### src/rtl/ddr422_pkg.sv
`timescale 1ns/1ps
package ddr422_pkg;

  typedef enum logic [1:0] {
    WID_8   = 2'd0,
    WID_10  = 2'd1,
    WID_12  = 2'd2,
    WID_12B = 2'd3
  } width_e;

  typedef enum logic [1:0] {
    STY_SPLIT   = 2'd0,
    STY_LUMA1ST = 2'd1,
    STY_CHR1ST  = 2'd2,
    STY_LUMAALT = 2'd3
  } style_e;

  // strobes from control to datapath, valid for the pixel being registered
  typedef struct packed {
    logic active;
    logic isCr;
  } pixCtl_t;

endpackage

### src/rtl/ddr422_ctrl.sv
`timescale 1ns/1ps
module ddr422_ctrl
  import ddr422_pkg::*;
(
  input  logic    clk,
  input  logic    rst,
  input  logic    hsIn,
  input  logic    vsIn,
  input  logic    deIn,
  output pixCtl_t ctl,
  output logic    hsOut,
  output logic    vsOut,
  output logic    deOut
);

  localparam int SYNC_N = 3;

  logic [SYNC_N-1:0] syncQ;
  logic [SYNC_N-1:0] syncOutQ;
  logic              phaseQ;

  // first stage: sample syncs together with the rising-edge word
  always_ff @(posedge clk) begin
    if (rst) begin
      syncQ    <= '0;
      syncOutQ <= '0;
      phaseQ   <= 1'b0;
    end else begin
      syncQ    <= {hsIn, vsIn, deIn};
      syncOutQ <= syncQ;
      // phase parks at Cb while enable is low, toggles per active pixel
      phaseQ   <= syncQ[0] ? ~phaseQ : 1'b0;
    end
  end

  assign ctl.active = syncQ[0];
  assign ctl.isCr   = phaseQ;
  assign {hsOut, vsOut, deOut} = syncOutQ;

  // cycles since reset, used only to bound the latency check window
  logic [1:0] ageQ;
  always_ff @(posedge clk) begin
    if (rst)                ageQ <= 2'd0;
    else if (ageQ != 2'd3)  ageQ <= ageQ + 2'd1;
  end


  sync_latency_chk: assert property (@(posedge clk) disable iff (rst)
    (ageQ == 2'd3) |-> ({hsOut, vsOut, deOut} == $past({hsIn, vsIn, deIn}, 2)));

endmodule

### src/rtl/ddr422_path.sv
`timescale 1ns/1ps
module ddr422_path
  import ddr422_pkg::*;
#(
  parameter int DATA_W = 12
) (
  input  logic              clk,
  input  logic              rst,
  input  logic              firstRise,
  input  logic [1:0]        widthSel,
  input  logic [1:0]        styleSel,
  input  logic [DATA_W-1:0] busIn,
  input  pixCtl_t           ctl,
  output logic [DATA_W-1:0] yOut,
  output logic [DATA_W-1:0] cOut,
  output logic              crOut
);

  localparam int NARROW = 8;
  localparam int MID    = 10;
  localparam int WIDE   = 12;
  localparam int PAD_N  = DATA_W - NARROW;
  localparam int PAD_M  = DATA_W - MID;
  localparam logic [DATA_W-1:0] MASK_N = {{PAD_N{1'b0}}, {NARROW{1'b1}}};
  localparam logic [DATA_W-1:0] MASK_M = {{PAD_M{1'b0}}, {MID{1'b1}}};
  localparam logic [DATA_W-1:0] MASK_W = {{(DATA_W-WIDE){1'b0}}, {WIDE{1'b1}}};

  width_e widthMode;
  style_e styleMode;
  assign widthMode = width_e'(widthSel);
  assign styleMode = style_e'(styleSel);

  logic [DATA_W-1:0] riseQ, fallQ, fallHold;

  // capture on both edges; fallHold keeps the falling word one more half cycle
  always_ff @(posedge clk) begin
    if (rst) begin
      riseQ    <= '0;
      fallHold <= '0;
    end else begin
      riseQ    <= busIn;
      fallHold <= fallQ;
    end
  end

  always_ff @(negedge clk) begin
    if (rst) fallQ <= '0;
    else     fallQ <= busIn;
  end

  logic [DATA_W-1:0] firstW, secondW, widthMask, yRaw, cRaw;

  always_comb begin
    firstW  = firstRise ? riseQ : fallHold;
    secondW = firstRise ? fallQ : riseQ;
    yRaw    = '0;
    cRaw    = '0;
    unique case (widthMode)
      WID_8:   widthMask = MASK_N;
      WID_10:  widthMask = MASK_M;
      default: widthMask = MASK_W;
    endcase
    unique case (styleMode)
      STY_SPLIT: begin
        unique case (widthMode)
          WID_8: begin
            yRaw[7:0] = {secondW[3:0], firstW[3:0]};
            cRaw[7:0] = {secondW[7:4], firstW[7:4]};
          end
          WID_10: begin
            yRaw[9:0] = {secondW[3:0], firstW[9:8], firstW[3:0]};
            cRaw[9:0] = {secondW[9:4], firstW[7:4]};
          end
          default: begin
            yRaw[11:0] = {secondW[3:0], firstW[11:8], firstW[3:0]};
            cRaw[11:0] = {secondW[11:4], firstW[7:4]};
          end
        endcase
      end
      STY_CHR1ST: begin
        yRaw = secondW;
        cRaw = firstW;
      end
      default: begin
        yRaw = firstW;
        cRaw = secondW;
      end
    endcase
  end

  always_ff @(posedge clk) begin
    if (rst) begin
      yOut  <= '0;
      cOut  <= '0;
      crOut <= 1'b0;
    end else begin
      yOut  <= ctl.active ? (yRaw & widthMask) : '0;
      cOut  <= ctl.active ? (cRaw & widthMask) : '0;
      crOut <= ctl.active & ctl.isCr;
    end
  end


  idle_zero_chk: assert property (@(posedge clk) disable iff (rst)
    !$past(ctl.active) |-> (yOut == '0 && cOut == '0 && !crOut));


  narrow_upper_chk: assert property (@(posedge clk) disable iff (rst)
    ($past(widthSel) == WID_8) |-> (yOut[DATA_W-1:NARROW] == '0 && cOut[DATA_W-1:NARROW] == '0));


  phase_toggle_chk: assert property (@(posedge clk) disable iff (rst)
    ($past(ctl.active) && $past(ctl.active, 2)) |-> (crOut != $past(crOut)));


  burst_start_cb_chk: assert property (@(posedge clk) disable iff (rst)
    ($past(ctl.active) && !$past(ctl.active, 2)) |-> !crOut);

endmodule

### src/rtl/ddr422_deser.sv
`timescale 1ns/1ps
module ddr422_deser
  import ddr422_pkg::*;
#(
  parameter int DATA_W = 12
) (
  input  logic              clk,
  input  logic              rst,
  input  logic              firstRise,
  input  logic [1:0]        widthSel,
  input  logic [1:0]        styleSel,
  input  logic [DATA_W-1:0] busIn,
  input  logic              hsIn,
  input  logic              vsIn,
  input  logic              deIn,
  output logic [DATA_W-1:0] yOut,
  output logic [DATA_W-1:0] cOut,
  output logic              crOut,
  output logic              hsOut,
  output logic              vsOut,
  output logic              deOut
);

  pixCtl_t ctl;

  ddr422_ctrl u_ctrl (
    .clk   (clk),
    .rst   (rst),
    .hsIn  (hsIn),
    .vsIn  (vsIn),
    .deIn  (deIn),
    .ctl   (ctl),
    .hsOut (hsOut),
    .vsOut (vsOut),
    .deOut (deOut)
  );

  ddr422_path #(.DATA_W(DATA_W)) u_path (
    .clk       (clk),
    .rst       (rst),
    .firstRise (firstRise),
    .widthSel  (widthSel),
    .styleSel  (styleSel),
    .busIn     (busIn),
    .ctl       (ctl),
    .yOut      (yOut),
    .cOut      (cOut),
    .crOut     (crOut)
  );

endmodule

### config.mk
export PLATFORM = sky130hd
export DESIGN_NAME = ddr422_deser
export DESIGN_NICKNAME = d
export VERILOG_FILES = /design/src/rtl/ddr422_pkg.sv /design/src/rtl/ddr422_ctrl.sv /design/src/rtl/ddr422_path.sv /design/src/rtl/ddr422_deser.sv
export SDC_FILE = /design/constraint.sdc
export NUM_CORES = 1
export LEC_CHECK = 0
export BUFFER_PORTS_ARGS = -buffer_cell sky130_fd_sc_hd__buf_4
export CELL_PAD_IN_SITES_DETAIL_PLACEMENT = 2
export CELL_PAD_IN_SITES_GLOBAL_PLACEMENT = 2
export CORE_MARGIN = 5
export CORE_UTILIZATION = 31
export CTS_CLUSTER_DIAMETER = 60
export CTS_CLUSTER_SIZE = 16
export DETAILED_ROUTE_END_ITERATION = 8
export PLACE_DENSITY = 0.77
export SKIP_LAST_GASP = 1
export SLEW_MARGIN = 5
export SYNTH_ARGS = -nofsm -noshare
export SYNTH_HDL_FRONTEND = slang
export SYNTH_HIERARCHICAL = 1
export SYNTH_SLANG_ARGS = --single-unit
### constraint.sdc
create_clock -name clk -period 1.3 [get_ports clk]
set_clock_uncertainty 0.15 [all_clocks]
set_input_delay 0.26 -clock clk [delete_from_list [all_inputs] [get_ports clk]]
set_output_delay 0.26 -clock clk [all_outputs]
set_load 0.03 [all_outputs]
Yosys cells after proc, flatten, opt, wreduce, memory -nomap -nowiden
Index checks and enable logic that the tools add are counted.

Reductions and logical operators: 4. Eq/ne operators: 2. Bitwise operators: 5. Muxes and demuxes: 11.

Operators with widths (count): 12-bit one-hot mux with 2 select lines (3); 12-bit 2-to-1 mux (3); 12-bit AND (2); 8-bit one-hot mux with 2 select lines (1); 2-bit 2-to-1 mux (3); 2-bit zero test (2); 2-bit one-hot mux with 2 select lines (1); 2-bit OR reduction (2); 2-bit by 1-bit equality test with 1-bit output, second input constant (1); 2-bit equality test, second input constant (1); 1-bit NOT (2); 1-bit AND (1).

Bits of input ports: 22. Register bits after elaboration: 68. Word-level logic and storage cells: 31. Output and inout bits: 28.

Depth between registers and ports, before layout
Word-level depth: 5. Gate-level depth with buffers: 7. Gate-level depth less buffers: 4.

Hierarchy
The synthesis kept the hierarchy.

Modules (own cells, without submodules): ddr422_path (seq. area each 1221.2 um2, instances 1, cells each 244, area an instance 2461.1 um2); ddr422_ctrl (seq. area each 140.1 um2, instances 1, cells each 16, area an instance 205.2 um2).

==> impl_results.md <==
* Status: finished, violations left
* Failing checks: setup timing
* Drt first pass iters at 5
* Non-filler cells, final at 478
* Crit-path slowest cell: dfxtp_4
* CTS tree: built
* Die outline area at 0.01056 mm^2
* Root Buffer: clkbuf_8
* Avg Cell Area, Syn at 10.26 um^2
* Drt wl/cell at 24.08 um
* Worst setup SP type: flop
* CP cell instances: buf_4 -> buf_6 -> buf_6 -> a31oi_4 -> a21oi_2
* Hold Crit Start: busIn[5]
* Fin. max-slew vios at 0
* Detailed router's first-iteration violation count at 134
* Netlist cell types at 34
* Initial Util at 32.13%
* Slowest stage delay, CP at 370 ps
* Share of cells above drive strength 1 at 46.92%
* Hold Crit Class: in2reg
* Switching power at 1.534 mW
* Clk pwr share at 39.2%
* Tot GR Track Use at 20.79%
* Final Core Density at 48.94%
* Worst-margin pin slew at 483.4 ps
* DR vias at 2,464
* Final non-filler cell area at 0.004061 mm^2
* Max FO, Critical Path at 2
* Clock-pin slew on the worst setup and hold paths at 90 ps
* Seq/Total Area, Yosys at 51.06%
* Reg2reg path depth at 5
* Critical R2R Launch: u_path/fallQ[3]$_DFF_N_
* Die H at 102.7 um
* Met2 Use GR at 39.97%
* CTS H-tree depth at 3
* Max-Cap Viols at 0
* Most frequent CP cell: buf_6
* GR peak layer: met2
* Largest net degree at the start of global routing at 23
* GRT overflow at 0
* RSZ-0062 raised after global routing: yes
* Gate Count Post-Synth at 260
* Slew margin rel. at 67.58%
* Flop pwr share at 45.5%
* Dpl hpwl at 6.069 mm
* EDFF count, synth at 0
* Routed Antenna Nets at 0
* Pwr per Cell Area at 1209 mW/mm^2
* Sw frac at 31.22%
* Final setup fails at 36
* CP required at 1390 ps
* Final hold vios at 0
* R2R Setup Slk at -680 ps
* Initial antenna violation count at 0
* Met3 GRT Util at 3.451%
* I/O Buffers at 49
* Vias per cell at 5.155
* Worst flop-to-flop path endpoint: u_path/yOut[3]$_SDFF_PP0_
* Worst Setup Slack, final at -678.3 ps
* Critical Path AT at 2070 ps
* CTS sink cnt at 68
* First-pass GRT wire length at 16.08 mm
* Residual DRC at 0
* Cell internal pwr at 3.378 mW
* WS Path Type: reg2reg
* Asr flop ratio synth at 0%
* P_leak at 1.719 nW
* Vias in the first global route at 2,828
* Placed cell count at 437
* Syn nets at 282
* N_diodes at 0
* Cell Area, Synth at 0.002666 mm^2
* RePlAce Congestion at 0.8234
* Ys flop type: dfxtp_1
* Final wirelength at 11.51 mm
* Skew-Pair Late Insertion Delay at 430 ps
* Setup crit end kind: flop
* Core area at 0.008299 mm^2
* Worst Hold End: u_path/riseQ[5]$_DFF_P_
* Combinational power share at 15.3%
* Clock Tree Buf Depth at 2
* Peak supply drop at 0.7243 mV
* Routing usage on met1 at 22.02%
* Yosys reg bits at 68
* Die W at 102.7 um
* Min-Delay Path Depth at 2
* DP Area at 0.003417 mm^2
* Ys Warns at 6
* Critical path launch point: u_path/fallQ[3]$_DFF_N_
* Fillcell total at 850
* IO Pins at 50
* Total power at 4.912 mW
* Std cell rows at 33
* Cts bufs inserted at 9
* Nets@finish at 390
* Pre-CTS WS at -482.4 ps
* Synth-to-layout area growth at 52.32%
==> power groups by stage <==
stage / combinational, mW / clock, mW / sequential [mW]
2_1_floorplan: 0.303 / 0.0614 / 2.30
3_3_place_gp: 0.557 / 0.0614 / 2.26
3_5_place_dp: 0.582 / 0.0614 / 2.27
4_1_cts: 0.678 / 1.91 / 2.23
5_1_grt: 0.786 / 2.11 / 2.24
6_report: 0.751 / 1.92 / 2.24
==> cell families (layout without fill, tap and decap cells) <==
| kind of cell | count (synthesis) | after routing | share of synthesized area, % |
|---|---|---|---|
| and+or+nand+nor | 92 | 92 | 18.26 |
| DFF | 68 | 68 | 51.06 |
| AOI/OAI and AO/OA | 54 | 54 | 14.88 |
| muxes | 26 | 26 | 10.04 |
| buffers and inverters | 19 | 132 | 5.443 |
| xor gates and xnor gates | 1 | 1 | 0.3285 |
==> final cells by class <==
class | instances | area (um^2) | share of cell area, %
Sequential cell | 68 | 1388 | 34.17
Tap cell | 105 | 131.4 | 3.235
Clock buffer | 10 | 148.9 | 3.666
Multi-Input combinational cell | 173 | 1403 | 34.53
Clock inverter | 18 | 86.33 | 2.126
Timing Repair Buffer | 104 | 904.6 | 22.27
==> worst max path at each step <==
stage                                  to  slack (ps)
2_1_floorplan   u_path/yOut[7]$_SDFF_PP0_        -380
3_3_place_gp    u_path/yOut[7]$_SDFF_PP0_        -440
3_5_place_dp    u_path/yOut[5]$_SDFF_PP0_        -480
4_1_cts        u_path/yOut[11]$_SDFF_PP0_        -560
5_1_grt        u_path/yOut[11]$_SDFF_PP0_        -700
6_report        u_path/yOut[3]$_SDFF_PP0_        -680
==> metrics by stage <==
step / TNS [ps] / hold WS (ps)
finish: -13220 / 21.20
global route: -14200 / 20.96
CTS: -11230 / 9.140
detailed placement: -12780 / 281.1
global placement: -12000 / 266.1
floorplan: -6585 / 180.7
==> flip-flops by register name, indices dropped and copies added (netlist names) <==
register         flops
u_path/crOut         1
u_path/cOut         12
u_ctrl/syncQ         3
u_path/riseQ        12
u_ctrl/syncOutQ      3
u_path/fallHold     12
u_path/yOut         12
u_ctrl/phaseQ        1
u_path/fallQ        12
==> critical path, delay by kind of cell (launching register included) <==
family                 cells  cell delay, ps
DFF                        1             370
buffers and inverters      3             340
AOI/OAI and AO/OA          2             270
==> cell usage after synthesis (2+ instances only) <==
cell       instances  area (um^2)
nor2b_1           33        206.5
nand2_1           32        120.1
a2bb2oi_1          2        17.52
and2_1            11        68.82
o21ai_0            5        25.02
nand3_1            2        10.01
nand2b_1           3        18.77
nor2_1             7        26.28
mux2i_1           20        200.2
mux2_2             6        67.56
o211ai_1           6        45.04
clkbuf_1           5        18.77
a21oi_1           12        60.06
a211oi_1          13        97.59
a311oi_1           8        70.07
dfxtp_1           68         1361
buf_4              3        22.52
buf_2              4        20.02
o22a_1             2        17.52
buf_6              4        45.04
==> layer usage <==
metal	vias to the layer above	wire length [um]
met4	0	314
met5	-	0
met1	1256	4510
met2	69	6309
li1	1118	-
met3	21	373
==> placed cells by master, fill, tap and decap left out, types with 2 or more instances in the layout <==
cell / instances
a211oi_1: 13
mux2_2: 6
dfxtp_4: 3
nand2_2: 3
buf_12: 3
o211ai_1: 6
dlygate4sd3_1: 6
nor2b_4: 8
a21oi_2: 6
dfxtp_2: 12
a21oi_1: 6
nand2_1: 27
nor2_1: 7
o22a_1: 2
and2_1: 11
mux2i_1: 16
buf_4: 76
nor2b_1: 25
buf_6: 19
o21ai_0: 2
a311oi_2: 9
clkinv_4: 3
dfxtp_1: 53
o21ai_2: 3
nand2_4: 2
clkbuf_8: 9
inv_1: 13
mux2i_4: 4
nand2b_1: 3
==> what timing repair did <==
item / CTS / global route
gates resized for setup: 40 / 25
buffers inserted: 5 / 5
hold buffers: 6 / 0
pin swaps: 16 / 8
setup endpoints to repair: 39 / 40
endpoints found under the hold margin: 6 / 0
Power figures use the tool's default switching activity.
